===== src/rtl/irq_agg_pkg.sv =====
// Shared constants for the interrupt aggregator: data and address widths,
// number of banks, the bit position of each latched event, and the address map.
package irq_agg_pkg;
    localparam int DATA_W     = 8;
    localparam int ADDR_W     = 8;
    localparam int NUM_BANKS  = 4;
    localparam int NUM_STICKY = 4;
    localparam int STICKY_LSB = DATA_W - NUM_STICKY;

    localparam logic [ADDR_W-1:0] ADDR_TOP_STAT  = 8'h01;
    localparam logic [ADDR_W-1:0] ADDR_TOP_EN    = 8'h02;
    localparam logic [ADDR_W-1:0] ADDR_BANK_BASE = 8'h10;

    // Address of the status register of bank k
    function automatic logic [ADDR_W-1:0] bank_stat_addr(input int k);
        return ADDR_BANK_BASE + ADDR_W'(2 * k);
    endfunction

    // Address of the enable register of bank k
    function automatic logic [ADDR_W-1:0] bank_en_addr(input int k);
        return ADDR_BANK_BASE + ADDR_W'(2 * k + 1);
    endfunction
endpackage


===== src/rtl/irq_sub_bank.sv =====
// Second-level cause bank: a status register with write-one-to-clear and an
// enable mask. The pending output is the OR of the enabled status bits.
// Assumes event pulses last one cycle. When a pulse and a clear hit the same
// bit in the same cycle, the bit stays set.
module irq_sub_bank #(
    parameter int W = 8
) (
    input  logic         clk,
    input  logic         rst_n,
    input  logic [W-1:0] evt,
    input  logic         clr_we,
    input  logic         en_we,
    input  logic [W-1:0] wdata,
    output logic [W-1:0] stat_q,
    output logic [W-1:0] en_q,
    output logic         pending
);
    logic [W-1:0] clr_mask;

    // Clear mask applies only on a status write
    always_comb clr_mask = clr_we ? wdata : '0;

    // Status bits: clear then set, so the set wins
    always_ff @(posedge clk) begin
        if (!rst_n) stat_q <= '0;
        else        stat_q <= (stat_q & ~clr_mask) | evt;
    end

    // Enable mask register
    always_ff @(posedge clk) begin
        if (!rst_n)     en_q <= '0;
        else if (en_we) en_q <= wdata;
    end

    // Bank summary for the top level
    always_comb pending = |(stat_q & en_q);
endmodule


===== src/rtl/irq_top_status.sv =====
// Top-level status byte. The upper bits latch event pulses and are cleared by
// writing ones to them. The lower bits copy the bank summaries every cycle,
// so a clearing write cannot remove them while a cause is still pending.
module irq_top_status
    import irq_agg_pkg::*;
(
    input  logic                  clk,
    input  logic                  rst_n,
    input  logic [NUM_STICKY-1:0] sticky_set,
    input  logic                  clr_we,
    input  logic [DATA_W-1:0]     wdata,
    input  logic [NUM_BANKS-1:0]  summary,
    output logic [DATA_W-1:0]     stat_q
);
    logic [NUM_STICKY-1:0] sticky_clr;

    // Only the latched event bits respond to a clearing write
    always_comb sticky_clr = clr_we ? wdata[DATA_W-1:STICKY_LSB] : '0;

    // Latched event bits, where the set wins over the clear
    always_ff @(posedge clk) begin
        if (!rst_n) stat_q[DATA_W-1:STICKY_LSB] <= '0;
        else        stat_q[DATA_W-1:STICKY_LSB] <=
                        (stat_q[DATA_W-1:STICKY_LSB] & ~sticky_clr) | sticky_set;
    end

    // Summary bits, resampled from the banks every cycle
    always_ff @(posedge clk) begin
        if (!rst_n) stat_q[NUM_BANKS-1:0] <= '0;
        else        stat_q[NUM_BANKS-1:0] <= summary;
    end
endmodule


===== src/rtl/irq_reg_bus.sv =====
// Register bus front end: decodes writes into per-register strobes and
// returns read data one cycle after the request. Reads have no side effects
// and an unmapped address reads 0. Assumes one request per cycle at most.
module irq_reg_bus
    import irq_agg_pkg::*;
(
    input  logic                        clk,
    input  logic                        rst_n,
    input  logic                        req_valid,
    input  logic                        req_write,
    input  logic [ADDR_W-1:0]           req_addr,
    input  logic [DATA_W-1:0]           top_stat,
    input  logic [DATA_W-1:0]           top_en,
    input  logic [NUM_BANKS*DATA_W-1:0] bank_stat,
    input  logic [NUM_BANKS*DATA_W-1:0] bank_en,
    output logic                        top_clr_we,
    output logic                        top_en_we,
    output logic [NUM_BANKS-1:0]        bank_clr_we,
    output logic [NUM_BANKS-1:0]        bank_en_we,
    output logic                        rd_valid,
    output logic [DATA_W-1:0]           rd_data
);
    logic              wr_req;
    logic              rd_req;
    logic [DATA_W-1:0] rd_mux;

    // Split the request into read and write
    always_comb begin
        wr_req = req_valid && req_write;
        rd_req = req_valid && !req_write;
    end

    // Top-level write strobes
    always_comb begin
        top_clr_we = wr_req && (req_addr == ADDR_TOP_STAT);
        top_en_we  = wr_req && (req_addr == ADDR_TOP_EN);
    end

    // One pair of write strobes per bank
    for (genvar k = 0; k < NUM_BANKS; k++) begin : g_bank_dec
        assign bank_clr_we[k] = wr_req && (req_addr == bank_stat_addr(k));
        assign bank_en_we[k]  = wr_req && (req_addr == bank_en_addr(k));
    end

    // Read data select
    always_comb begin
        rd_mux = '0;
        if (req_addr == ADDR_TOP_STAT) rd_mux = top_stat;
        if (req_addr == ADDR_TOP_EN)   rd_mux = top_en;
        for (int k = 0; k < NUM_BANKS; k++) begin
            if (req_addr == bank_stat_addr(k)) rd_mux = bank_stat[k*DATA_W +: DATA_W];
            if (req_addr == bank_en_addr(k))   rd_mux = bank_en[k*DATA_W +: DATA_W];
        end
    end

    // Registered read response
    always_ff @(posedge clk) begin
        if (!rst_n) begin
            rd_valid <= 1'b0;
            rd_data  <= '0;
        end else begin
            rd_valid <= rd_req;
            if (rd_req) rd_data <= rd_mux;
        end
    end
endmodule


===== src/rtl/irq_aggregator.sv =====
// Top of the two-level interrupt aggregator. It joins four second-level banks
// (0 DMA, 1 PHY, 2 link core 0, 3 link core 1), the top status byte, the top
// enable byte and the registered interrupt line. Assumes a single clock and
// event pulses that last one cycle.
module irq_aggregator
    import irq_agg_pkg::*;
(
    input  logic              clk,
    input  logic              rst_n,
    input  logic              req_valid,
    input  logic              req_write,
    input  logic [ADDR_W-1:0] req_addr,
    input  logic [DATA_W-1:0] req_wdata,
    output logic              rd_valid,
    output logic [DATA_W-1:0] rd_data,
    input  logic              selfid_done_pulse,
    input  logic              selfid_err_pulse,
    input  logic              offload_err_pulse,
    input  logic              offload_busrst_pulse,
    input  logic [DATA_W-1:0] dma_events,
    input  logic [DATA_W-1:0] phy_events,
    input  logic [DATA_W-1:0] link0_events,
    input  logic [DATA_W-1:0] link1_events,
    output logic              irq
);
    logic [NUM_BANKS*DATA_W-1:0] bank_evt;
    logic [NUM_BANKS*DATA_W-1:0] bank_stat;
    logic [NUM_BANKS*DATA_W-1:0] bank_en;
    logic [NUM_BANKS-1:0]        bank_pending;
    logic [NUM_BANKS-1:0]        bank_clr_we;
    logic [NUM_BANKS-1:0]        bank_en_we;
    logic [NUM_STICKY-1:0]       sticky_set;
    logic [DATA_W-1:0]           top_stat_q;
    logic [DATA_W-1:0]           top_en_q;
    logic                        top_clr_we;
    logic                        top_en_we;

    // Gather the bank event inputs in bank order
    always_comb bank_evt = {link1_events, link0_events, phy_events, dma_events};

    // Gather the latched event pulses in bit order (MSB first)
    always_comb sticky_set = {selfid_done_pulse, selfid_err_pulse,
                              offload_err_pulse, offload_busrst_pulse};

    irq_reg_bus u_bus (
        .clk        (clk),
        .rst_n      (rst_n),
        .req_valid  (req_valid),
        .req_write  (req_write),
        .req_addr   (req_addr),
        .top_stat   (top_stat_q),
        .top_en     (top_en_q),
        .bank_stat  (bank_stat),
        .bank_en    (bank_en),
        .top_clr_we (top_clr_we),
        .top_en_we  (top_en_we),
        .bank_clr_we(bank_clr_we),
        .bank_en_we (bank_en_we),
        .rd_valid   (rd_valid),
        .rd_data    (rd_data)
    );

    for (genvar k = 0; k < NUM_BANKS; k++) begin : g_bank
        irq_sub_bank #(.W(DATA_W)) u_sub (
            .clk    (clk),
            .rst_n  (rst_n),
            .evt    (bank_evt[k*DATA_W +: DATA_W]),
            .clr_we (bank_clr_we[k]),
            .en_we  (bank_en_we[k]),
            .wdata  (req_wdata),
            .stat_q (bank_stat[k*DATA_W +: DATA_W]),
            .en_q   (bank_en[k*DATA_W +: DATA_W]),
            .pending(bank_pending[k])
        );
    end

    irq_top_status u_top (
        .clk       (clk),
        .rst_n     (rst_n),
        .sticky_set(sticky_set),
        .clr_we    (top_clr_we),
        .wdata     (req_wdata),
        .summary   (bank_pending),
        .stat_q    (top_stat_q)
    );

    // Top-level enable register
    always_ff @(posedge clk) begin
        if (!rst_n)         top_en_q <= '0;
        else if (top_en_we) top_en_q <= req_wdata;
    end

    // Registered interrupt line
    always_ff @(posedge clk) begin
        if (!rst_n) irq <= 1'b0;
        else        irq <= |(top_stat_q & top_en_q);
    end
endmodule


===== config.mk =====
export PLATFORM = sky130hd
export DESIGN_NAME = irq_aggregator
export DESIGN_NICKNAME = d
export VERILOG_FILES = /design/src/rtl/irq_agg_pkg.sv /design/src/rtl/irq_sub_bank.sv /design/src/rtl/irq_top_status.sv /design/src/rtl/irq_reg_bus.sv /design/src/rtl/irq_aggregator.sv
export SDC_FILE = /design/constraint.sdc
export NUM_CORES = 1
export LEC_CHECK = 0
export BUFFER_PORTS_ARGS = -buffer_cell sky130_fd_sc_hd__clkbuf_2
export CAP_MARGIN = 20
export CORE_UTILIZATION = 45
export DETAILED_ROUTE_END_ITERATION = 7
export HOLD_SLACK_MARGIN = 0.08
export PLACE_DENSITY_LB_ADDON = 0.12
export SLEW_MARGIN = 20
export SYNTH_ARGS = -nofsm -noshare
export SYNTH_HDL_FRONTEND = slang
export SYNTH_SLANG_ARGS = --single-unit

===== constraint.sdc =====
create_clock -name clk -period 1.7 [get_ports clk]
set_input_delay 0.255 -clock clk [delete_from_list [all_inputs] [get_ports clk]]
set_output_delay 0.255 -clock clk [all_outputs]
set_load 0.02 [all_outputs]

======== Word level (Yosys, flattened, before mapping) ========
Cells that the tools add are included.
word-level totals
  input bits .............................. 56
  logic and storage cells ................. 77
  register bits ........................... 90
operators by class
  muxes and demuxes ....................... 15
  reduce and logical (&&, ||, !) cells .... 18
  bitwise gates (word level) .............. 20
  equality and inequality tests ........... 10
operators with widths
  cell                                            count
  two-way mux 8 bit                               14
  bitwise AND 8 bit                               9
  == test 8 x 5 -> 1 bit (second input constant)  8
  OR reduction 8 bit                              5
  inverter 8 bit                                  4
  OR 8 bit                                        4
  logical AND 1 bit                               12
  == test 8 x 1 -> 1 bit (second input constant)  1
  == test 8 x 2 -> 1 bit (second input constant)  1
  bitwise AND 4 bit                               1
  two-way mux 4 bit                               1
  inverter 4 bit                                  1
  OR 4 bit                                        1
  zero test 1 bit                                 1

======== Depth between registers and ports, before layout ========
Gate-level depths: netlist (run 1).
  word-level depth ........................ 11
  gate-level depth with buffers ........... 7
  mapped depth without buffers ............ 5

======== By module ========
Synthesis (run 1) repeated with hierarchy kept, for this count alone.
second synthesis, totals
  cells, all modules ...................... 442
  area total of the unflattened synthesis .. 4384.2 um^2
by module, submodules not included
  module          area an instance (um^2)  cells an instance  times used
  irq_sub_bank    625.6                    55                 4
  irq_reg_bus     1292.5                   166                1
  irq_aggregator  344.1                    32                 1
  irq_top_status  245.2                    24                 1

======== Worst setup path after synthesis (run 1) ========
Ideal clock, no wire load.
  kind .................................... in2reg
  start ................................... input port req_addr[4]
  end ..................................... register g_bank[2].u_sub.en_q[6]
  arrival ................................. 1.606 ns
  setup time .............................. 0.128 ns
  setup slack ............................. -0.034 ns
  stages .................................. 6
  path buffers ............................ 1
  path through ............................ buf_4 -> nor4b_4 -> nand2_2 -> nor3_4 -> mux2i_1 -> nor2_1
between the ends
  word-level cells in the longest chain between the ends .. 2
ends and longest elaborated chain
  what                    RTL line              RTL
  start, declared         irq_aggregator.sv:12  input logic [ADDR_W-1:0] req_addr,
  == test 8 x 5 -> 1 bit  irq_reg_bus.sv:42     assign bank_en_we[k] = wr_req && (req_addr == bank_en_addr(k));
  logical AND 1 bit       irq_reg_bus.sv:42
  end signal, assigned    irq_sub_bank.sv:32    else if (en_we) en_q <= wdata;
  end, declared           irq_sub_bank.sv:15    output logic [W-1:0] en_q,
No other way between the ends.
A chain may end at the register's enable or synchronous reset.

======== Worst setup path after layout (run 1) ========
  start ................................... input port req_addr[5]
  end ..................................... register g_bank[3].u_sub.stat_q[5]
between the ends
  word-level cells in the longest chain between the ends .. 6
ends and longest elaborated chain
  what                    RTL line            RTL
  == test 8 x 5 -> 1 bit  irq_reg_bus.sv:41   assign bank_clr_we[k] = wr_req && (req_addr == bank_stat_addr(k));
  logical AND 1 bit       irq_reg_bus.sv:41
  two-way mux 8 bit       irq_sub_bank.sv:21  always_comb clr_mask = clr_we ? wdata : '0;
  inverter 8 bit          irq_sub_bank.sv:26  else stat_q <= (stat_q & ~clr_mask) | evt;
  bitwise AND 8 bit       irq_sub_bank.sv:26
  OR 8 bit                irq_sub_bank.sv:26
  end signal, assigned    irq_sub_bank.sv:26
  end, declared           irq_sub_bank.sv:14  output logic [W-1:0] stat_q,
No other way between the ends.

==> summary.md, run 1 <==
| Metric | Value |
|---|---|
| Routed len/inst | `19.5 µm` |
| Power density of the placed cells | `801 mW/mm²` |
| Post-route insts no fill | `711` |
| Clk Latency, worst-skew pair | `0.37 ns` |
| Final WL | `13,800 µm` |
| Max-slew headroom | `0.728` |
| Crit Path Class | `primary input to flip-flop` |
| Placed cells | `673` |
| Max-slew violation count | `0` |
| Netlist cell types | `52` |
| FF-to-FF Start | `g_bank[1].u_sub.en_q[0]` |
| Crit path launch | `req_addr[5]` |
| Sequential fraction of the synthesis area | `0.420` |
| Die height | `99.7 µm` |
| Endpoints failing setup | `0` |
| Row count | `35` |
| Starting Density | `0.465` |
| Vias in the first global route | `3,894` |
| Synth-to-Final Area Change | `28.7%` |
| CTS tree | `done` |
| Core outline area | `0.00924 mm²` |
| CP required | `1.97 ns` |
| Status | `completed` |
| Ports | `66` |
| Async SR Flop Fraction | `0` |
| FILL cells | `882` |
| Initial antenna violation count | `0` |
| Finished layout cell area | `0.00553 mm²` |
| Worst clock skew | `0.0150 ns` |
| Crit path DAT | `1.85 ns` |
| FF+latch area | `0.00180 mm²` |
| WHS Path Cells | `2` |
| GPL Wtd Cong | `1.01` |
| CTS Sinks | `90` |
| Layout cell share with drive strength beyond 1 | `0.266` |
| TritonRoute pass-1 iters | `4` |
| DPL Wire Length | `10,600 µm` |
| Final hold vios | `0` |
| Commonest non-fill, non-tap cell in the layout | `dfxtp_1` |
| 1st-iter DRT viols | `168` |
| CP endpoint kind | `flip-flop` |
| Die area | `0.00993 mm²` |
| Gr usage total | `0.294` |
| Critical path peak fanout | `6` |
| Pin count of the biggest net entering global routing | `24` |
| Vias | `3,956` |
| Max incr delay on CP | `0.44 ns` |
| Post-CTS sizing | `0` |
| Post-synth EDFFs | `0` |
| Worst Tran Pin Value | `0.406 ns` |
| Placed cell areas | `0.00508 mm²` |
| HP Start | `link0_events[5]` |
| CTS H-tree depth | `3` |
| Cell breakdown of the critical path | `clkbuf_2, nor4b_4, nand2_2, nor3_2, buf_4, a21boi_0, o21a_1` |
| TritonCTS buffer count | `9` |
| Syn nets | `515` |
| Worst hold path class | `primary input to flip-flop` |
| Ys Warns | `0` |
| Die width | `99.7 µm` |
| Crit path time final | `1.59 ns` |
| Worst R2R Path Depth | `4` |
| First-pass GRT wire length | `21,500 µm` |
| Clock-pin slew on the worst setup and hold paths | `0.08 ns` |
| Post-layout util | `0.598` |
| Final nets | `633` |
| Multi-input gate area in the final layout | `0.00234 mm²` |
| Highest-count cells in the layout ignoring fill and taps | `dfxtp_1 (90), clkbuf_2 (65), buf_4 (54)` |
| Mapped Avg Cell Area | `9.35 µm²` |
| IO buf count | `65` |
| R2r endpoint | `u_bus.rd_data[0]` |
| Min-Delay Endpoint | `g_bank[2].u_sub.stat_q[5]` |
| Root Buffer | `clkbuf_8` |
| Flop-to-flop setup slack | `0.14 ns` |
| Cell leakage power | `2.22 nW` |
| Final Total Pwr | `0.00443 W` |
| Peak VDD IR | `695 µV` |
| Crit path max-delay cell type | `nor4b_4` |
| ANT nets after route | `0` |
| Synth Cell Area | `0.00429 mm²` |
| Startpoint Class | `primary input` |
| F_max | `0.631 GHz` |
| Via density | `5.56` |
| Mapped Cells | `459` |
| Total gr overflow | `0` |
| RSZ-0062 raised after global routing | `false` |
| Antenna cells | `0` |
| Seq cells post-synth | `90` |
| Longest Clk Path Bufs | `2` |
| MaxCap Viol Count | `0` |
| # DRC | `0` |
| Period utilisation layout | `0.933` |
| Ys flop type | `dfxtp_1` |
-- registers in the layout, indices dropped and copies added, names as in the netlist --
register and count:
g_bank.u_sub.en_q 32, top_en_q 8, u_bus.rd_valid 1, g_bank.u_sub.stat_q 32, u_bus.rd_data 8, u_top.stat_q 8, irq 1
-- timing repair --
action,in CTS,in global routing
hold buffers,20,2
setup buffers,0,0
hold endpoints to repair,20,2
-- cell usage after synthesis, types with 2 or more instances --
| cell type | n | area (µm²) |
|---|---|---|
| o2bb2ai_1 | 3 | 26.3 |
| a21boi_0 | 36 | 270 |
| a22oi_1 | 21 | 158 |
| nand2_2 | 2 | 12.5 |
| nand4_1 | 2 | 12.5 |
| nand3_1 | 2 | 10.0 |
| clkbuf_1 | 24 | 90.1 |
| buf_2 | 5 | 25.0 |
| a31o_2 | 2 | 17.5 |
| o22ai_1 | 5 | 31.3 |
| nand2b_1 | 7 | 43.8 |
| nor2b_1 | 9 | 56.3 |
| or3_1 | 4 | 25.0 |
| a41oi_1 | 5 | 43.8 |
| a311oi_1 | 4 | 35.0 |
| o21a_1 | 36 | 270 |
| o211ai_1 | 6 | 45.0 |
| and3b_1 | 3 | 26.3 |
| a21oi_1 | 17 | 85.1 |
| o21ai_0 | 14 | 70.1 |
| a31oi_1 | 6 | 37.5 |
| nor3_1 | 6 | 30.0 |
| nand3b_1 | 2 | 15.0 |
| nor3b_1 | 5 | 37.5 |
| dfxtp_1 | 90 | 1800 |
| buf_1 | 2 | 7.51 |
| clkbuf_2 | 4 | 20.0 |
| nor2_1 | 41 | 154 |
| mux2i_1 | 39 | 390 |
| a2bb2oi_1 | 2 | 17.5 |
| o221ai_1 | 3 | 26.3 |
| mux4_2 | 3 | 67.6 |
| o41ai_1 | 2 | 17.5 |
| nand2_1 | 25 | 93.8 |
| mux2_2 | 4 | 45.0 |
| a22o_1 | 2 | 17.5 |
-- worst max path at each step --
stage	to	slack, ns	cells after the start
final	g_bank[3].u_sub.stat_q[5]	0.11	7
after floorplan	g_bank[0].u_sub.en_q[0]	0.006	7
after global placement	g_bank[3].u_sub.stat_q[5]	-0.25	7
after global routing	u_bus.rd_data[0]	0.03	8
after CTS	g_bank[3].u_sub.stat_q[5]	0.13	7
after detailed placement	g_bank[3].u_sub.stat_q[5]	-0.28	7
-- power by group --
part,internal [W],switching [W]
clock,0.000876,0.000771
combinational,0.000260,0.000272
sequential,0.00218,0.0000686
-- cell type report --
| class | count | share of cell area |
|---|---|---|
| multi-input combinational | 332 | 0.424 |
| sequential | 90 | 0.326 |
| timing repair buffer | 143 | 0.179 |
| tap | 129 | 0.0292 |
| clock buffer | 11 | 0.0256 |
| clock inverter | 5 | 0.0154 |
| inverter | 1 | 0.000679 |
-- metrics by stage --
| step | hold slack (ns) | TNS (ns) | worst slack (ns) |
|---|---|---|---|
| floorplan | 0.379 | 0 | 0.00595 |
| global placement | 0.452 | -9.13 | -0.246 |
| detailed placement | 0.459 | -10.12 | -0.276 |
| CTS | 0.0801 | 0 | 0.128 |
| global route | 0.0801 | 0 | 0.0335 |
| finish | 0.0922 | 0 | 0.115 |
-- routing by layer --
| layer | vias up | global-route usage | part of all wire |
|---|---|---|---|
| met3 | 19 | 0.0513 | 0.043 |
| met4 | 0 | 0.124 | 0.026 |
| met5 | - | 0 | 0 |
| li1 | 1938 | - | - |
| met2 | 94 | 0.482 | 0.48 |
| met1 | 1905 | 0.382 | 0.45 |
-- cell families after synthesis --
logic type / share of synthesized area
buffers and inverters: 0.0359
AOI/OAI and AO/OA: 0.280
and+or+nand+nor: 0.147
DFF: 0.420
muxes: 0.117
-- worst max-delay path: cells and delay by family --
| family | cells | cell delay (ns) |
|---|---|---|
| and+or+nand+nor | 3 | 1.01 |
| buffers and inverters | 2 | 0.31 |
| AOI/OAI and AO/OA | 2 | 0.28 |
Power figures use the tool's default switching activity.
==> inputs of run 2 (changes only) <==
--- a/config.mk
+++ b/config.mk
@@ -5,6 +5,7 @@
 export SDC_FILE = /design/constraint.sdc
 export NUM_CORES = 1
 export LEC_CHECK = 0
+export ABC_AREA = 1
 export BUFFER_PORTS_ARGS = -buffer_cell sky130_fd_sc_hd__clkbuf_2
 export CAP_MARGIN = 20
 export CORE_UTILIZATION = 45
==> summary.md, run 2 <==
| Metric | Value |
|---|---|
| Status | `completed` |
| Final hold vios | `0 (unchanged)` |
| Via density | `5.37 (-3.4%)` |
| Startpoint Class | `primary input` |
| CTS tree | `done` |
| Yosys top cell by area | `dfxtp_1` |
| Post-CTS Setup Bufs | `0 (unchanged)` |
| Most common cell in the netlist | `a21oi_1` |
| Vias in the first global route | `4,022 (+3.3%)` |
| RSZ-0062 raised after global routing | `false` |
| Ys Warns | `0 (unchanged)` |
| Finished layout cell area | `0.00513 mm² (-7.2%)` |
| Internal power | `0.00322 W (-2.8%)` |
| Power share of the combinational group | `0.092 (-0.028)` |
| Worst clock skew | `0.0133 ns (-0.00165 ns)` |
| CTS Sinks | `90 (unchanged)` |
| Max-slew violation count | `0 (unchanged)` |
| CP required | `1.96 ns (about the same)` |
| Peak VDD IR | `410 µV (-41%)` |
| Die area | `0.0100 mm² (+0.98%)` |
| Post-synth EDFFs | `0 (unchanged)` |
| Vias | `4,309 (+8.9%)` |
| CP endpoint kind | `flip-flop` |
| Max-slew headroom | `0.722 (-0.00563)` |
| Mapped Cells | `592 (+29%)` |
| Antenna cells | `0 (unchanged)` |
| Largest regs | `g_bank.u_sub.en_q x32, g_bank.u_sub.stat_q x32` |
| HP Start | `phy_events[7]` |
| P_sw | `0.00108 W (-2.4%)` |
| Starting Density | `0.467 (+0.00239)` |
| Seq cells post-synth | `90 (unchanged)` |
| Endpoints failing setup | `0 (unchanged)` |
| Period utilisation layout | `0.820 (-0.113)` |
| Final WL | `13,900 µm (+0.40%)` |
| # DRC | `0 (unchanged)` |
| Synth Cell Area | `0.00434 mm² (+0.99%)` |
| Sequential fraction of the synthesis area | `0.416 (-0.00412)` |
| Root Buffer | `clkbuf_8` |
| Die height | `100 µm (+0.49%)` |
| R2r endpoint | `u_bus.rd_data[4]` |
| Clk Latency, worst-skew pair | `0.37 ns (about the same)` |
| MaxCap Viol Count | `0 (unchanged)` |
| ANT nets after route | `0 (unchanged)` |
| Ys flop type | `dfxtp_1` |
| Critical path peak fanout | `10 (+4)` |
| DPL Wire Length | `10,400 µm (-2.3%)` |
| Final Total Pwr | `0.00431 W (-2.7%)` |
| Post-CTS sizing | `0 (unchanged)` |
| Highest-count cells in the layout ignoring fill and taps | `a21oi_1 (94), dfxtp_1 (90), inv_1 (88)` |
| Commonest non-fill, non-tap cell in the layout | `a21oi_1` |
| Switching part of the total | `0.252 (+0.000807)` |
| Total gr overflow | `0 (unchanged)` |
| FF-to-FF Start | `g_bank[0].u_sub.stat_q[4]` |
| Ports | `66 (unchanged)` |
| Clock-pin slew on the worst setup and hold paths | `0.09 ns (about the same)` |
| Row count | `35 (unchanged)` |
| Pin count of the biggest net entering global routing | `37 (+54%)` |
| Final nets | `724 (+14%)` |
| Crit path DAT | `1.66 ns (-0.19 ns)` |
| Longest Clk Path Bufs | `2 (unchanged)` |
| Crit Path Class | `primary input to flip-flop` |
| Layout cell share with drive strength beyond 1 | `0.208 (-0.0583)` |
| TritonRoute pass-1 iters | `5 (+1)` |
| Mapped Avg Cell Area | `7.32 µm² (-22%)` |
| Netlist cell types | `33 (-37%)` |
| Flop-to-flop setup slack | `0.34 ns (+0.20 ns)` |
| Synth-to-Final Area Change | `18.4%` |
| GPL Wtd Cong | `0.948 (-6.2%)` |
| 1st-iter DRT viols | `294 (+75%)` |
| Synth top area share | `0.416 (-0.00412)` |
| Largest cells by area after synthesis | `dfxtp_1 (42%), a21oi_1 (11%), o21ai_0 (7.8%)` |
| Hold_buf cts | `0 (-100%)` |
| Die width | `100 µm (+0.49%)` |
| First-pass GRT wire length | `22,000 µm (+2.2%)` |
| Placed cell areas | `0.00490 mm² (-3.5%)` |
| WHS Path Cells | `3 (+1)` |
| Routed len/inst | `17.3 µm (-11%)` |
| Initial antenna violation count | `0 (unchanged)` |
| CTS H-tree depth | `3 (unchanged)` |
| Min-Delay Endpoint | `g_bank[1].u_sub.stat_q[7]` |
| F_max | `0.717 GHz (+14%)` |
| Gr usage total | `0.294 (about the same)` |
| Syn nets | `648 (+26%)` |
| IO buf count | `65 (unchanged)` |
| Worst Tran Pin Value | `0.416 ns (+0.00971 ns)` |
| Crit path time final | `1.39 ns (-0.192 ns)` |
| Clock power share | `0.392 (+0.020)` |
| Synth cell count leaders | `a21oi_1 (94), dfxtp_1 (90), inv_1 (88)` |
| Sequential power share | `0.517 (+0.009)` |
| FILL cells | `958 (+8.6%)` |
| Async SR Flop Fraction | `0 (unchanged)` |
| Cell leakage power | `2.30 nW (+3.9%)` |
| Power density of the placed cells | `839 mW/mm² (+4.8%)` |
| TritonCTS buffer count | `9 (unchanged)` |
| Worst R2R Path Depth | `8 (+4)` |
| Core outline area | `0.00928 mm² (+0.47%)` |
| Worst hold path class | `primary input to flip-flop` |
## run 2: cell types whose count changed after synthesis, moves of 21 or more
cell,delta
mux2i_1,-39
a21boi_0,-36
o21a_1,-36
inv_1,+88
nand3_1,+46
nand2_1,+57
o21ai_0,+54
a21oi_1,+77
a22oi_1,-21
## run 2: per-layer routing
| metal | track usage | up-vias | routed length [µm] |
|---|---|---|---|
| li1 | - | 2119 | - |
| met1 | 0.390 | 1983 | 6080 |
| met2 | 0.480 | 177 | 6360 |
| met3 | 0.0543 | 30 | 1030 |
| met4 | 0.103 | 0 | 412 |
| met5 | 0 | - | 0 |
## run 2: area by class of cell
| class | instances | area [µm²] | share of cell area |
|---|---|---|---|
| multi-input combinational | 381 | 2030 | 0.396 |
| sequential | 90 | 1800 | 0.351 |
| timing repair buffer | 85 | 526 | 0.102 |
| inverter | 101 | 384 | 0.0749 |
| tap | 129 | 161 | 0.0315 |
| clock buffer | 12 | 155 | 0.0302 |
| clock inverter | 4 | 73.8 | 0.0144 |
## run 2: critical path: stages
cell and delay, ns:
clkbuf_2 0.16, buf_12 0.15, nand2_4 0.09, nor2_8 0.07
nand2_4 0.12, nor2_1 0.05, nor2_1 0.21, nand4_1 0.18
nand2_1 0.17, nand2_1 0.07, nand2_1 0.07, a21oi_1 0.06
## run 2: worst max path at each step
stage / start / to / slack (ns) / depth (start not counted)
2_1_floorplan: req_addr[7] / g_bank[3].u_sub.en_q[6] / 0.33 / 9
3_3_place_gp: req_addr[0] / u_bus.rd_data[4] / -0.03 / 12
3_5_place_dp: req_addr[0] / u_bus.rd_data[4] / -0.04 / 12
4_1_cts: req_addr[0] / u_bus.rd_data[4] / 0.35 / 12
5_1_grt: req_addr[7] / u_bus.rd_data[5] / 0.23 / 12
6_report: req_addr[0] / u_bus.rd_data[4] / 0.31 / 12
## run 2: power groups by stage
stage / Clock, W / Combinational [W] / Sequential (W)
2_1_floorplan: 0 / 0.000203 / 0.00225
3_3_place_gp: 0 / 0.000386 / 0.00227
3_5_place_dp: 0 / 0.000392 / 0.00227
4_1_cts: 0.00170 / 0.000394 / 0.00222
5_1_grt: 0.00177 / 0.000434 / 0.00223
6_report: 0.00169 / 0.000395 / 0.00222
## run 2: stage by stage
step                      std cells  setup WS (ns)  hold WS (ns)  setup TNS, ns  utilization
after CTS                       802          0.349        0.0848              0        0.553
after global routing            802          0.226        0.0957              0        0.553
after floorplan                 592          0.329         0.389              0            -
final                           802          0.306        0.0893              0        0.553
after detailed placement        786        -0.0408         0.451        -0.0642        0.528
after global placement          786        -0.0324         0.449        -0.0343        0.528
## run 2: kinds of logic after synthesis
family          synth area share
simple gates               0.223
compound gates             0.246
buf+inv                    0.116
flops                      0.416
==> inputs of run 3 (changes only) <==
==> constraint.sdc (replaced) <==
create_clock -name clk -period 1.1 [get_ports clk]
set_input_delay 0.165 -clock clk [delete_from_list [all_inputs] [get_ports clk]]
set_output_delay 0.165 -clock clk [all_outputs]
set_load 0.02 [all_outputs]
==> summary.md, run 3 (same netlist as run 2, synthesis figures left out) <==
| Metric | Value |
|---|---|
| MaxCap Viol Count | `0 (unchanged)` |
| Clk Latency, worst-skew pair | `0.37 ns (about the same)` |
| Pin count of the biggest net entering global routing | `33 (-11%)` |
| Highest-count cells in the layout ignoring fill and taps | `inv_1 (82), dfxtp_1 (80), a21oi_1 (78)` |
| Routed len/inst | `17.8 µm (+2.6%)` |
| Max-slew violation count | `0 (unchanged)` |
| Total gr overflow | `0 (unchanged)` |
| Peak VDD IR | `742 µV (+81%)` |
| Final nets | `831 (+15%)` |
| Failing checks | `setup timing` |
| Final hold vios | `0 (unchanged)` |
| Antenna cells | `0 (unchanged)` |
| Startpoint Class | `primary input` |
| Clock-pin slew on the worst setup and hold paths | `0.10 ns (about the same)` |
| TritonCTS buffer count | `9 (unchanged)` |
| Max-slew headroom | `0.675 (-0.0476)` |
| Final Total Pwr | `0.00731 W (+70%)` |
| Die height | `100 µm (unchanged)` |
| Finished layout cell area | `0.00666 mm² (+30%)` |
| Ports | `66 (unchanged)` |
| CTS H-tree depth | `3 (unchanged)` |
| Final WL | `16,100 µm (+16%)` |
| Crit path DAT | `1.48 ns (-0.18 ns)` |
| Crit Path Class | `primary input to flip-flop` |
| Worst Tran Pin Value | `0.487 ns (+0.0713 ns)` |
| 1st-iter DRT viols | `340 (+16%)` |
| ANT nets after route | `0 (unchanged)` |
| F_max | `0.828 GHz` |
| CP endpoint kind | `flip-flop` |
| Longest Clk Path Bufs | `2 (unchanged)` |
| WHS | `0.167 ns (+0.0781 ns)` |
| IO buf count | `65 (unchanged)` |
| Die area | `0.0100 mm² (unchanged)` |
| Via density | `5.30 (-1.3%)` |
| Synth-to-Final Area Change | `53.6%` |
| Final critical-path setup slack | `-0.107 ns (-0.413 ns)` |
| GPL Wtd Cong | `0.945 (-0.24%)` |
| DPL Wire Length | `11,300 µm (+8.7%)` |
| Post-layout util | `0.717 (+0.165)` |
| Gr usage total | `0.323 (+0.0288)` |
| First-pass GRT wire length | `24,100 µm (+9.3%)` |
| Crit path time final | `1.21 ns` |
| Placed cell areas | `0.00546 mm² (+11%)` |
| Largest regs | `g_bank.u_sub.en_q x32, g_bank.u_sub.stat_q x32` |
| # DRC | `0 (unchanged)` |
| Commonest non-fill, non-tap cell in the layout | `inv_1` |
| CTS tree | `done` |
| Initial antenna violation count | `0 (unchanged)` |
| Critical path peak fanout | `6 (-4)` |
| CTS Sinks | `90 (unchanged)` |
| RSZ-0062 raised after global routing | `true` |
| CP required | `1.37 ns (-0.59 ns)` |
| Starting Density | `0.467 (unchanged)` |
| Row count | `35 (unchanged)` |
| Worst clock skew | `0.0119 ns (-0.00142 ns)` |
| Cell leakage power | `2.98 nW (+29%)` |
| Pre-CTS setup slack | `-0.607 ns (-0.566 ns)` |
| Power density of the placed cells | `1100 mW/mm² (+31%)` |
| Vias in the first global route | `4,612 (+15%)` |
| Period utilisation layout | `1.10` |
| Die width | `100 µm (unchanged)` |
| Layout cell share with drive strength beyond 1 | `0.387 (+0.179)` |
| Status | `complete, but fails checks` |
| TritonRoute pass-1 iters | `5 (unchanged)` |
| Vias | `4,821 (+12%)` |
| Worst hold path class | `primary input to flip-flop` |
| Root Buffer | `clkbuf_8` |
| Core outline area | `0.00928 mm² (unchanged)` |
| Endpoints failing setup | `10 (+10)` |
[run 3: area by class of cell]
cell class / instances / area, µm²
sequential: 90 / 1810
timing repair inverter: 1 / 5.00
clock buffer: 11 / 151
tap: 129 / 161
fill: 782 / 2630
inverter: 101 / 438
multi-input combinational: 382 / 2460
timing repair buffer: 190 / 1520
clock inverter: 5 / 108
[run 3: layer usage]
layer  part of all wire  up-vias  GRT usage  wire [µm]
met5                  0        -          0          0
met4              0.025        0      0.124        407
met3              0.056       33     0.0487        909
met2               0.50      175      0.561       8060
met1               0.42     2266      0.403       6760
li1                   -     2347          -          -
[run 3: power breakdown]
group | internal [W] | switching [W]
Sequential | 0.00336 | 0.0000960
Clock | 0.00165 | 0.00122
Combinational | 0.000449 | 0.000526
[run 3: repair_timing]
action	in CTS	in global routing
hold endpoints to repair	36	0
buffers inserted	6	7
setup endpoints to repair	57	53
pin swaps	15	25
cloned	2	1
resized for setup	45	87
hold buffers	36	0
[run 3: path summary, 6_finish.rpt]
path                                         startpoint                      end  slack [ns]  cells after the start
worst max-delay path                        req_addr[7]         u_bus.rd_data[4]       -0.11                     14
worst max register to register  g_bank[0].u_sub.en_q[4]         u_bus.rd_data[4]       -0.09                      8
worst min register to register  g_bank[3].u_sub.en_q[0]  g_bank[3].u_sub.en_q[0]        0.47                      2
worst min-delay path                              rst_n         u_bus.rd_data[6]        0.17                      3
[run 3: metrics by stage]
stage               TNS, ns  instances
CTS                  -0.331        901
finish               -0.622        909
detailed placement   -35.79        841
global placement     -34.60        841
floorplan             -3.67        592
global route          -1.52        909
[run 3: worst max-delay path: stages]
cell	delay [ns]
clkbuf_16	0.14
inv_16	0.05
nand2_8	0.05
nor2_8	0.15
buf_6	0.14
nand2_8	0.07
nor2_4	0.14
inv_2	0.07
o21ai_0	0.15
inv_1	0.07
nand2_2	0.09
nand2_1	0.05
nand2_1	0.08
a21oi_1	0.06
